### src/rtl/ovs_pkg.sv
package ovs_pkg;

    localparam int SMP_W        = 20;
    localparam int FRAME_A      = 24;
    localparam int FRAME_B      = 32;
    localparam int TAIL         = 6;
    localparam int RESYNC_EDGES = 3;
    localparam int IDX_W        = $clog2(FRAME_B);
    localparam int CNT_W        = $clog2(RESYNC_EDGES + 1);
    // offset at full sample width; truncation scales it to the shorter lengths
    localparam int OFS_VAL      = 1 << (SMP_W - 7);

    typedef logic signed [SMP_W-1:0] smp_t;

    typedef enum logic [1:0] {
        LEN16  = 2'd0,
        LEN18  = 2'd1,
        LEN20  = 2'd2,
        LEN20X = 2'd3
    } len_e;

    function automatic int unsigned drop_bits(len_e l);
        case (l)
            LEN16:   return 4;
            LEN18:   return 2;
            default: return 0;
        endcase
    endfunction

    // saturating offset at full width, then clear the dropped low bits
    function automatic smp_t fmt_sample(smp_t s, len_e l, logic ofs);
        smp_t sum;
        smp_t sat;
        smp_t keep;
        sum = s + (ofs ? smp_t'(OFS_VAL) : smp_t'(0));
        if (!s[SMP_W-1] && sum[SMP_W-1])
            sat = {1'b0, {(SMP_W-1){1'b1}}};
        else
            sat = sum;
        keep = ~((smp_t'(1) << drop_bits(l)) - smp_t'(1));
        return sat & keep;
    endfunction

endpackage

### src/rtl/ovs_timing.sv
module ovs_timing
    import ovs_pkg::*;
(
    input  logic clk,
    input  logic rst,
    input  logic frame_sel,
    input  logic resync,
    output logic bclk,
    output logic wclk,
    output logic word_start,
    output logic bit_adv
);

    logic             ph;
    logic [IDX_W-1:0] idx;
    logic [IDX_W-1:0] idx_nx;
    logic [IDX_W-1:0] last;
    logic [IDX_W-1:0] tail_start;

    always_comb begin
        last       = frame_sel ? IDX_W'(FRAME_B - 1) : IDX_W'(FRAME_A - 1);
        tail_start = last - IDX_W'(TAIL - 1);
        idx_nx     = (idx >= last) ? '0 : idx + 1'b1;
    end

    always_ff @(posedge clk) begin
        if (rst) begin
            ph   <= 1'b0;
            idx  <= '0;
            wclk <= 1'b0;
        end else if (resync) begin
            ph  <= 1'b1;
            idx <= last;
        end else if (ph) begin
            ph   <= 1'b0;
            idx  <= idx_nx;
            wclk <= (idx_nx >= tail_start);
        end else begin
            ph <= 1'b1;
        end
    end

    assign bclk       = ph;
    assign bit_adv    = ph & ~resync;
    assign word_start = ph & ~resync & (idx_nx == '0);

endmodule

### src/rtl/ovs_mute_seq.sv
module ovs_mute_seq
    import ovs_pkg::*;
(
    input  logic clk,
    input  logic rst,
    input  logic mute_n,
    input  logic fs_clk,
    output logic muted,
    output logic resync
);

    logic             fs_q;
    logic             fs_rise;
    logic [CNT_W-1:0] rises;

    assign fs_rise = fs_clk & ~fs_q;
    assign resync  = mute_n & muted & fs_rise & (rises == CNT_W'(RESYNC_EDGES - 1));

    always_ff @(posedge clk) begin
        if (rst) begin
            fs_q  <= 1'b0;
            muted <= 1'b1;
            rises <= '0;
        end else begin
            fs_q <= fs_clk;
            if (!mute_n) begin
                muted <= 1'b1;
                rises <= '0;
            end else if (resync) begin
                muted <= 1'b0;
                rises <= '0;
            end else if (muted && fs_rise) begin
                rises <= rises + 1'b1;
            end
        end
    end

endmodule

### src/rtl/ovs_chan_shift.sv
module ovs_chan_shift
    import ovs_pkg::*;
(
    input  logic clk,
    input  logic rst,
    input  logic clr,
    input  logic load,
    input  logic adv,
    input  smp_t word_in,
    output logic bit_out
);

    smp_t sh;

    always_ff @(posedge clk) begin
        if (rst || clr)
            sh <= '0;
        else if (load)
            sh <= word_in;
        else if (adv)
            sh <= {sh[SMP_W-2:0], 1'b0};
    end

    assign bit_out = sh[SMP_W-1];

endmodule

### src/rtl/ovs_serializer.sv
module ovs_serializer
    import ovs_pkg::*;
(
    input  logic             clk,
    input  logic             rst,
    input  logic             mute_n,
    input  logic             fs_clk,
    input  logic             frame_sel,
    input  logic [1:0]       len_sel,
    input  logic             ofs_en,
    input  logic [SMP_W-1:0] smp_l,
    input  logic [SMP_W-1:0] smp_r,
    output logic             bclk,
    output logic             wclk,
    output logic             dout_l,
    output logic             dout_r
);

    localparam int NCH = 2;

    logic           muted;
    logic           resync;
    logic           word_start;
    logic           bit_adv;
    smp_t           ch_in  [NCH];
    smp_t           ch_fmt [NCH];
    logic [NCH-1:0] ch_bit;

    ovs_mute_seq u_mute (
        .clk    (clk),
        .rst    (rst),
        .mute_n (mute_n),
        .fs_clk (fs_clk),
        .muted  (muted),
        .resync (resync)
    );

    ovs_timing u_tim (
        .clk        (clk),
        .rst        (rst),
        .frame_sel  (frame_sel),
        .resync     (resync),
        .bclk       (bclk),
        .wclk       (wclk),
        .word_start (word_start),
        .bit_adv    (bit_adv)
    );

    assign ch_in[0] = smp_l;
    assign ch_in[1] = smp_r;

    for (genvar c = 0; c < NCH; c++) begin : g_ch
        always_comb ch_fmt[c] = fmt_sample(ch_in[c], len_e'(len_sel), ofs_en);

        ovs_chan_shift u_sh (
            .clk     (clk),
            .rst     (rst),
            .clr     (resync),
            .load    (word_start),
            .adv     (bit_adv),
            .word_in (ch_fmt[c]),
            .bit_out (ch_bit[c])
        );
    end

    assign dout_l = ch_bit[0] & ~muted & mute_n;
    assign dout_r = ch_bit[1] & ~muted & mute_n;

endmodule

### config.mk
export PLATFORM = sky130hd
export DESIGN_NAME = ovs_serializer
export DESIGN_NICKNAME = d
export VERILOG_FILES = /design/src/rtl/ovs_pkg.sv /design/src/rtl/ovs_timing.sv /design/src/rtl/ovs_mute_seq.sv /design/src/rtl/ovs_chan_shift.sv /design/src/rtl/ovs_serializer.sv
export SDC_FILE = /design/constraint.sdc
export NUM_CORES = 1
export LEC_CHECK = 0
export BUFFER_PORTS_ARGS = -buffer_cell sky130_fd_sc_hd__buf_2
export CAP_MARGIN = 20
export CORE_UTILIZATION = 35
export CTS_CLUSTER_DIAMETER = 40
export DETAILED_ROUTE_END_ITERATION = 12
export GPL_ROUTABILITY_DRIVEN = 0
export GPL_TIMING_DRIVEN = 0
export PLACE_DENSITY = 0.64
export SLEW_MARGIN = 20
export SYNTH_ARGS = -nofsm -noshare
export SYNTH_HDL_FRONTEND = slang
export SYNTH_SLANG_ARGS = --single-unit
### constraint.sdc
create_clock -name clk -period 2.2 [get_ports clk]
set_input_delay 0.33 -clock clk [delete_from_list [all_inputs] [get_ports clk]]
set_output_delay 0.33 -clock clk [all_outputs]
set_load 0.01 [all_outputs]
==> run_results.csv, run 1 <==
group,metric,value,unit
final_layout,layout_commonest_cell,"nor3_1",
run,cap_violations,0,
final_layout,multiInputGateArea,0.00157,mm²
final_layout,final_cell_count_no_fill,489,
sta,clock_skew,0.00895,ns
synth,syn_inst,330,
drt,wl,7070,µm
placed_design,dpl.hpwl,5140,µm
synth,synth_top_area_cell,"dfxtp_1",
power_and_ir_drop,ir_drop,0.258,mV
drt,first_pass_iters,4,
critical_path,path_buf_inv,2,
synth,synthArstFlopShare,0,%
critical_path,start_kind,"register",
sta,fin_ws,0.147,ns
placed_design,dp.cells,479,
critical_path,path_delay_family,"compound AO/OA/AOI/OAI gates",
drt,wl_per_cell,14.4,µm
clock_network,cts.htree.levels,2,
sta,hold_viol_final,0,
grt,overflow,0,
clock_network,cts_buffer_depth,2,
drt,vias,2667,
sta,maxSlewHeadroom,69.7,%
synth,ys.flop_type,"dfxtp_1",
synth,synth.avg_cell_area,8.26,µm²
clock_network,cts_tree,"built",
die,start_util,36.8,%
final_layout,nFillCells,791,
synth,syn_area,0.00273,mm²
critical_path,path_cells,"ha_1 > buf_2 > a211oi_2 > o22ai_2 > a22o_1 > buf_4 > nor3_1 > nor3_2",
sta,finalSetupViolCount,0,
hold_path,hp-class,"in -> reg",
clock_network,cts_made_buffers,5,
grt,grtUsageTotal,17.7,%
status,status,"complete, no violations",
synth,yosys_warnings,0,
grt,grt_pass1_vias,2491,
clock_network,cts.clk_slew.worst_paths,0.10,ns
synth,ys_seq_area_share,37.4,%
sta,worst_pin_slew,0.453,ns
die,ioPinCount,52,
power_and_ir_drop,total_leakage_power,1.25,nW
sta,clock.fmax,487,MHz
sta,fin_crit_sh,93.3,%
final_layout,diodes,0,
die,core-area,0.00741,mm²
final_layout,layout.nets,446,
critical_path,worstPathArrival,2.26,ns
die,rows,31,
die,die_h,90.3,µm
drt,drt-initial-drc-count,128,
final_layout,ff_latch_area,0.00102,mm²
clock_network,cts.sinks,51,
critical_path,cp.required,2.40,ns
synth,synth.distinct_cells,41,
sta,maxSlewViolCount,0,
critical_path,cpPeakStageDelay,0.37,ns
critical_path,crit_path_end_kind,"register",
synth,synthTopCellsByArea,"dfxtp_1 37%, nor3_1 13%, o21ai_0 7.9%",
die,die_w,90.3,µm
final_layout,layout_common_cells,"69 x nor3_1, 59 x buf_2, 49 x dfxtp_1",
grt,grt_max_degree,16,
clock_network,insertion_delay,0.31,ns
grt,grt_pass1_wl,11600,µm
sta,period_needed,2.05,ns
power_and_ir_drop,powerDensity,603,mW/mm²
clock_network,root_buffer,"clkbuf_8",
synth,synth_top_area_share,37.4,%
drt,post_drt_via_cell_ratio,5.45,
grt,antenna_found_initial,0,
placed_design,pre_cts_ws,-0.0237,ns
critical_path,path_max_fanout,10,
drt,drc_errors,0,
synth,synth_edf_count,0,
synth,ys_ff_latch,51,
placed_design,portBuffers,50,
drt,antenna_left,0,
clock_network,hold_buffers,0,
die,design.die.area,0.00815,mm²
final_layout,area_growth,18.2,%
synth,syn_nets,386,
critical_path,path_class,"reg -> reg",
final_layout,drive_gt1_share,26.4,%
sta,grt_setup_unrepaired,"false",
critical_path,crit_slowest_cell,"dfxtp_1",
-- power by group --
part	switching, mW	leakage [nW]	internal (mW)
Clock	0.314	0.0440	0.218
Combinational	0.227	0.789	0.151
Sequential	0.0419	0.420	0.990
Total	0.583	1.25	1.36
-- final timing paths --
check               start                  to  cells after the start  slack, ns
max reg2reg  u_tim.idx[1]  g_ch[0].u_sh.sh[7]                      8       0.15
max          u_tim.idx[1]  g_ch[0].u_sh.sh[7]                      8       0.15
min                fs_clk         u_mute.fs_q                      2       0.26
min reg2reg    u_tim.wclk          u_tim.wclk                      2       0.46
-- synth_stat cells (3+ instances only) --
master     count
clkbuf_1      12
nand2b_1       3
a21oi_1        8
o221ai_1       4
o2111ai_1      4
a31oi_1       10
and3_1         4
nand2_1       15
nand3b_1       4
nor2_1         9
nor3_2        19
xnor2_1        6
nand3_1       15
xor2_1         4
inv_1          3
dfxtp_1       51
o21ai_0       43
nor3_1        69
ha_1           8
buf_2          9
buf_6          3
-- logic make-up (layout without fill, tap and decap cells) --
logic type               Yosys count  in the layout  share of synthesized area [%]
AND/OR/NAND/NOR                  150            150                           31.6
XOR/XNOR                          10             10                           3.21
adder cells (fa/ha/maj)            8              8                           3.67
flip-flops                        51             51                           37.4
AO/OA/AOI/OAI                     82             82                           18.5
buffers and inverters             29             89                           5.51
-- metrics by stage --
stage          instance area (µm²)  hold slack (ns)  TNS [ns]  utilization, %  total power, mW
2_1_floorplan                 2730            0.435         0               -             1.30
3_5_place_dp                  3100            0.447   -0.0237            41.9             1.43
5_1_grt                       3220            0.267         0            43.5             2.05
3_3_place_gp                  3100            0.445   -0.0183            41.9             1.42
6_report                      3220            0.264         0            43.5             1.94
4_1_cts                       3190            0.266         0            43.0             1.95
-- flip-flops by register name, summed over array words and instances (netlist names) --
name and count:
g_ch.u_sh.sh 40, u_mute.fs_q 1, u_mute.muted 1, u_mute.rises 2
u_tim.bclk 1, u_tim.idx 5, u_tim.wclk 1
-- worst register-to-register path: stages, from the launching register on --
cell and delay [ns]:
dfxtp_1 0.37, ha_1 0.19, buf_2 0.16, a211oi_2 0.28
o22ai_2 0.14, a22o_1 0.28, buf_4 0.20, nor3_1 0.25
nor3_2 0.08
-- routing by layer --
layer	vias up	part of all wire (%)	wire length [µm]	global-route usage [%]
met5	-	0	0	0
met2	60	46	3240	28.1
met1	1256	47	3320	23.5
met4	0	2.1	145	6.18
li1	1339	-	-	-
met3	12	5.0	355	3.79
-- timing repair --
item                       CTS  global route
setup buffers                0             3
resized for setup            1             4
pin swaps                    0             1
setup endpoints to repair    1            39
-- area by class of cell --
type                       instances  share of cell area, %
multi-input combinational        250                   48.7
tap                               99                   3.84
inverter                           3                  0.349
clock inverter                     2                  0.427
buffer                            26                   4.31
timing repair buffer              53                   8.46
clock buffer                       5                   2.14
sequential                        51                   31.8
No activity file was read; power rests on OpenSTA's default activity.
==> run 2, diff against run 1 <==
Settings changed: MAX_ROUTING_LAYER set to met4.
==> run 2 against run 1 <==
Compared with the run above:
- worst hold slack about the same
- via count increased by 0.15%
- sequential power about the same
- utilization unchanged
- design area unchanged
- largest cell class unchanged
==> run_results.csv, run 2 (synthesized netlist as in run 1, its figures left out) <==
group,metric,value,unit
grt,grt_pass1_vias,2485,
die,die_h,90.3,µm
die,die_w,90.3,µm
hold_path,hp-class,"in -> reg",
sta,tns,0,ns
grt,grt_pass1_wl,11600,µm
critical_path,crit_slowest_cell,"dfxtp_1",
sta,clock.fmax,489,MHz
critical_path,path_max_fanout,10,
placed_design,dpl.hpwl,5140,µm
status,status,"complete, no violations",
critical_path,worstPathArrival,2.24,ns
grt,grt_max_degree,16,
power_and_ir_drop,powerDensity,602,mW/mm²
sta,fin_crit_sh,93.0,%
final_layout,top_register,"g_ch.u_sh.sh",
sta,worst_pin_slew,0.449,ns
clock_network,insertion_delay,0.31,ns
critical_path,path_cells,"ha_1 > buf_2 > a211oi_2 > o22ai_2 > a22o_1 > buf_2 > nor3_1 > nor3_1",
final_layout,layout.nets,446,
run,cap_violations,0,
die,design.die.area,0.00815,mm²
final_layout,nFillCells,791,
final_layout,largest_register_ffs,40,
sta,grt_setup_unrepaired,"false",
clock_network,cts.sinks,51,
final_layout,layout_commonest_cell,"nor3_1",
final_layout,diodes,0,
power_and_ir_drop,total_leakage_power,1.25,nW
die,start_util,36.8,%
grt,grtUsageTotal,18.1,%
final_layout,area_growth,18.2,%
critical_path,cp.depth,8,
sta,clock_skew,0.00846,ns
power_and_ir_drop,ir_drop,0.257,mV
sta,period_needed,2.05,ns
critical_path,crit_path_end_kind,"register",
drt,drc_errors,0,
critical_path,path_buf_inv,2,
die,ioPinCount,52,
final_layout,layout_common_cells,"69 x nor3_1, 59 x buf_2, 49 x dfxtp_1",
critical_path,path_delay_family,"compound AO/OA/AOI/OAI gates",
placed_design,portBuffers,50,
sta,finalSetupViolCount,0,
drt,wl,7060,µm
drt,post_drt_via_cell_ratio,5.46,
sta,maxSlewHeadroom,69.9,%
critical_path,start_kind,"register",
drt,wl_per_cell,14.4,µm
clock_network,cts_buffer_depth,2,
grt,antenna_found_initial,0,
drt,vias,2671,
die,rows,31,
hold_path,worstHoldPathCells,2,
sta,hold_viol_final,0,
critical_path,path_class,"reg -> reg",
drt,drt-initial-drc-count,134,
drt,antenna_left,0,
final_layout,drive_gt1_share,26.4,%
die,core-area,0.00741,mm²
drt,first_pass_iters,4,
clock_network,root_buffer,"clkbuf_8",
power_and_ir_drop,power,1.94,mW
critical_path,cp.required,2.40,ns
clock_network,cts.htree.levels,2,
critical_path,reg2reg_depth,8,
clock_network,cts_made_buffers,5,
grt,overflow,0,
clock_network,cts_tree,"built",
clock_network,hold_buffers,0,
sta,maxSlewViolCount,0,
final_layout,top_regs,"g_ch.u_sh.sh x40, u_tim.idx x5, u_mute.rises x2",
clock_network,cts.clk_slew.worst_paths,0.09,ns
critical_path,cpPeakStageDelay,0.37,ns
-- run 2: cell counts in the layout (fill, tap and decap cells not counted) --
No cell type changed its count.
-- run 2: area by class of cell --
type                    count  area, µm²  area share (%)
multi-input cells         250       1570            48.7
flip-flops and latches     51       1020            31.8
repair buffers             53        273            8.46
plain buffers              26        139            4.31
well taps                  99        124            3.84
clock buffers               5       68.8            2.14
clock inverters             2       13.8           0.427
inverters                   3       11.3           0.349
-- run 2: timing repair --
action,CTS,global route
pin swaps,0,1
gates resized for setup,1,4
setup buffers,0,3
cloned,0,0
setup endpoints to repair,1,39
-- run 2: path summary, 6_finish.rpt --
check,startpoint,to,slack (ns)
hold / removal,fs_clk,u_mute.fs_q,0.26
setup reg to reg,u_tim.idx[1],g_ch[0].u_sh.sh[16],0.15
setup / recovery,u_tim.idx[1],g_ch[0].u_sh.sh[16],0.15
hold reg to reg,u_tim.wclk,u_tim.wclk,0.46
-- run 2: routing by layer --
layer	vias to the layer above	share of wire, %	GRT usage (%)	routed length, µm
met1	1254	46	23.5	3270
met5	-	0	-	0
met3	12	5.4	3.79	384
met4	0	2.1	6.18	145
met2	65	46	28.1	3260
li1	1340	-	-	-
-- run 2: where the power goes --
part | internal, mW | leakage [nW] | switching, mW
clock | 0.218 | 0.0440 | 0.311
combinational | 0.151 | 0.789 | 0.226
sequential | 0.990 | 0.420 | 0.0418
total | 1.36 | 1.25 | 0.579
-- run 2: through the flow --
step	setup slack, ns	utilization [%]	cell area (µm²)	hold slack (ns)	instances
after floorplan	0.274	-	2730	0.435	330
after global placement	-0.0183	41.9	3100	0.445	479
after detailed placement	-0.0237	41.9	3100	0.447	479
after CTS	0.0683	43.0	3190	0.266	486
after global routing	0.0115	43.5	3220	0.267	489
final	0.155	43.5	3220	0.264	489
==> run 3, diff against run 2 <==
Settings changed: ABC_AREA set to 1, PLACE_DENSITY 0.64 to 0.63.
==> run 3 against run 2 <==
Compared with the run above:
- highest routed layer unchanged
- clock skew down 0.00058 ns
- worst hold slack worse by 0.024 ns
- largest cell class unchanged
- non-clock buffer count down 2
- clock power up 20%
==> run_results.csv, run 3 <==
group,metric,value,unit
sta,worst_pin_slew,0.531,ns
critical_path,path_max_fanout,10,
placed_design,dpl.hpwl,5920,µm
grt,grt_max_degree,15,
final_layout,final_cell_count_no_fill,660,
sta,period_needed,1.99,ns
die,die_w,96.0,µm
critical_path,cpPeakStageDelay,0.39,ns
synth,synth_edf_count,0,
drt,post_drt_via_cell_ratio,4.81,
run,cap_violations,0,
synth,ys_ff_latch,51,
power_and_ir_drop,ir_drop,0.266,mV
final_layout,drive_gt1_share,14.8,%
final_layout,top_register,"g_ch.u_sh.sh",
critical_path,start_kind,"register",
power_and_ir_drop,total_leakage_power,1.90,nW
clock_network,root_buffer,"clkbuf_8",
drt,vias,3172,
placed_design,pre_cts_ws,-0.0995,ns
sta,fin_ws,0.207,ns
sta,maxSlewHeadroom,64.6,%
sta,finalSetupViolCount,0,
synth,syn_inst,497,
synth,syn_nets,553,
synth,yosysMostFrequentCell,"nand2_1",
grt,grt_pass1_vias,2854,
sta,maxSlewViolCount,0,
synth,synthArstFlopShare,0,%
critical_path,reg2reg_depth,11,
critical_path,path_delay_family,"simple AND/OR/NAND/NOR gates",
grt,grtUsageTotal,18.5,%
synth,synth_top_area_share,33.0,%
sta,clock_skew,0.00788,ns
synth,synth.distinct_cells,31,
critical_path,path_cells,"ha_1 > nand2_1 > nand2_1 > nand2_2 > nand3_1 > nand2_1 > nor2_1 > buf_2 > nand3_1 > nand3_1 > a21oi_1",
synth,synth_top_area_cell,"dfxtp_1",
drt,first_pass_iters,4,
sta,tns,0,ns
die,die_h,96.0,µm
die,core-area,0.00838,mm²
critical_path,crit_slowest_cell,"dfxtp_1",
critical_path,crit_path_end_kind,"register",
clock_network,cts_setup_buffers,0,
die,rows,33,
synth,yosys_warnings,0,
drt,antenna_left,0,
placed_design,portBuffers,51,
sta,clock.fmax,502,MHz
synth,synth.avg_cell_area,6.22,µm²
status,status,"complete, no violations",
drt,wl,7740,µm
grt,grt_pass1_wl,12900,µm
critical_path,path_buf_inv,1,
clock_network,cts.clk_slew.worst_paths,0.09,ns
die,design.die.area,0.00921,mm²
final_layout,nFillCells,917,
clock_network,insertion_delay,0.30,ns
critical_path,cp.required,2.38,ns
drt,drc_errors,0,
clock_network,cts_buffer_depth,2,
synth,yosys-top-cells-count,"116 x nand2_1, 80 x nor2_1, 74 x inv_1, 74 x nand3_1, 51 x dfxtp_1",
clock_network,cts.htree.levels,2,
placed_design,dp.cells,653,
sta,grt_setup_unrepaired,"false",
synth,synthTopCellsByArea,"dfxtp_1 33%, nand2_1 14%, nand3_1 12%",
drt,drt-initial-drc-count,199,
synth,syn_area,0.00309,mm²
clock_network,cts_made_buffers,5,
sta,fin_crit_sh,90.6,%
drt,wl_per_cell,11.7,µm
clock_network,cts_tree,"built",
final_layout,layout_common_cells,"116 x nand2_1, 79 x nor2_1, 74 x inv_1, 74 x nand3_1, 62 x buf_2",
power_and_ir_drop,power,2.10,mW
grt,overflow,0,
die,ioPinCount,52,
critical_path,path_class,"reg -> reg",
hold_path,worstHoldPathCells,3,
synth,ys_seq_area_share,33.0,%
power_and_ir_drop,powerDensity,586,mW/mm²
critical_path,worstPathArrival,2.17,ns
sta,hold_viol_final,0,
die,start_util,36.9,%
final_layout,diodes,0,
hold_path,hp-class,"in -> reg",
synth,ys.flop_type,"dfxtp_1",
clock_network,cts.sinks,51,
final_layout,largest_register_ffs,40,
grt,antenna_found_initial,0,
final_layout,stdcell_area,0.00358,mm²
placed_design,dpl_cell_area,0.00348,mm²
final_layout,top_regs,"g_ch.u_sh.sh x40, u_tim.idx x5, u_mute.rises x2",
final_layout,layout_commonest_cell,"nand2_1",
final_layout,area_growth,15.9,%
final_layout,layout.nets,611,
critical_path,cp.depth,11,
run 3: cell types whose count changed after synthesis, moves of 11 or more:
cell	delta
nor3_1	-67
nand3_1	+59
inv_1	+71
nor3_2	-19
o21ai_0	-39
nand2_1	+101
o211ai_1	+11
nor2_1	+71
run 3: per-layer routing:
| metal | track usage (%) | up-vias | routed length, µm |
|---|---|---|---|
| met5 | - | - | 0 |
| met4 | 4.98 | 0 | 110 |
| met3 | 2.53 | 10 | 329 |
| met2 | 29.6 | 77 | 3500 |
| met1 | 24.4 | 1421 | 3800 |
| li1 | - | 1664 | - |
run 3: worst reg2reg max path, stage by stage (launching register included):
cell and delay [ns]:
dfxtp_1 0.39, ha_1 0.22, nand2_1 0.08, nand2_1 0.09, nand2_2 0.08, nand3_1 0.10, nand2_1 0.09, nor2_1 0.25
buf_2 0.30, nand3_1 0.11, nand3_1 0.10, a21oi_1 0.06
run 3: per-stage QoR:
stage | hold slack, ns | utilization, %
2_1_floorplan | 0.399 | -
3_3_place_gp | 0.439 | 41.5
3_5_place_dp | 0.447 | 41.5
4_1_cts | 0.235 | 42.7
5_1_grt | 0.230 | 42.7
6_report | 0.241 | 42.7
run 3: cell families after synthesis:
group	count (synthesis)	share of synthesized area, %
AND/OR/NAND/NOR	286	39.4
buffers and inverters	102	13.6
flip-flops	51	33.0
AO/OA/AOI/OAI	40	7.98
XOR/XNOR	10	2.83
adder cells (fa/ha/maj)	8	3.24
run 3: power breakdown:
group          switching [mW]  internal, mW  leakage, nW
logic                   0.273         0.172         1.43
registers              0.0324         0.986        0.420
clock network           0.301         0.334       0.0513
run 3: layout make-up:
type	instances	area, µm²	area share [%]
Inverter	76	285	7.96
Tap cell	105	131	3.67
Multi-Input combinational cell	344	1650	46.1
Buffer	26	134	3.74
Clock buffer	6	72.6	2.03
Sequential cell	51	1020	28.5
Timing Repair Buffer	51	255	7.13
Clock inverter	1	30.0	0.838
run 3: timing repair:
action	in CTS	in global routing
hold endpoints to repair	0	0
hold buffers	0	0
resized for setup	0	1
endpoints found under the setup margin	0	9
run 3: path summary, 6_finish.rpt:
| path | from | slack [ns] | to |
|---|---|---|---|
| worst max-delay path | u_tim.idx[0] | 0.21 | g_ch[1].u_sh.sh[16] |
| worst min-delay path | fs_clk | 0.24 | u_mute.fs_q |
| worst max register to register | u_tim.idx[0] | 0.21 | g_ch[1].u_sh.sh[16] |
| worst min register to register | u_tim.wclk | 0.46 | u_tim.wclk |
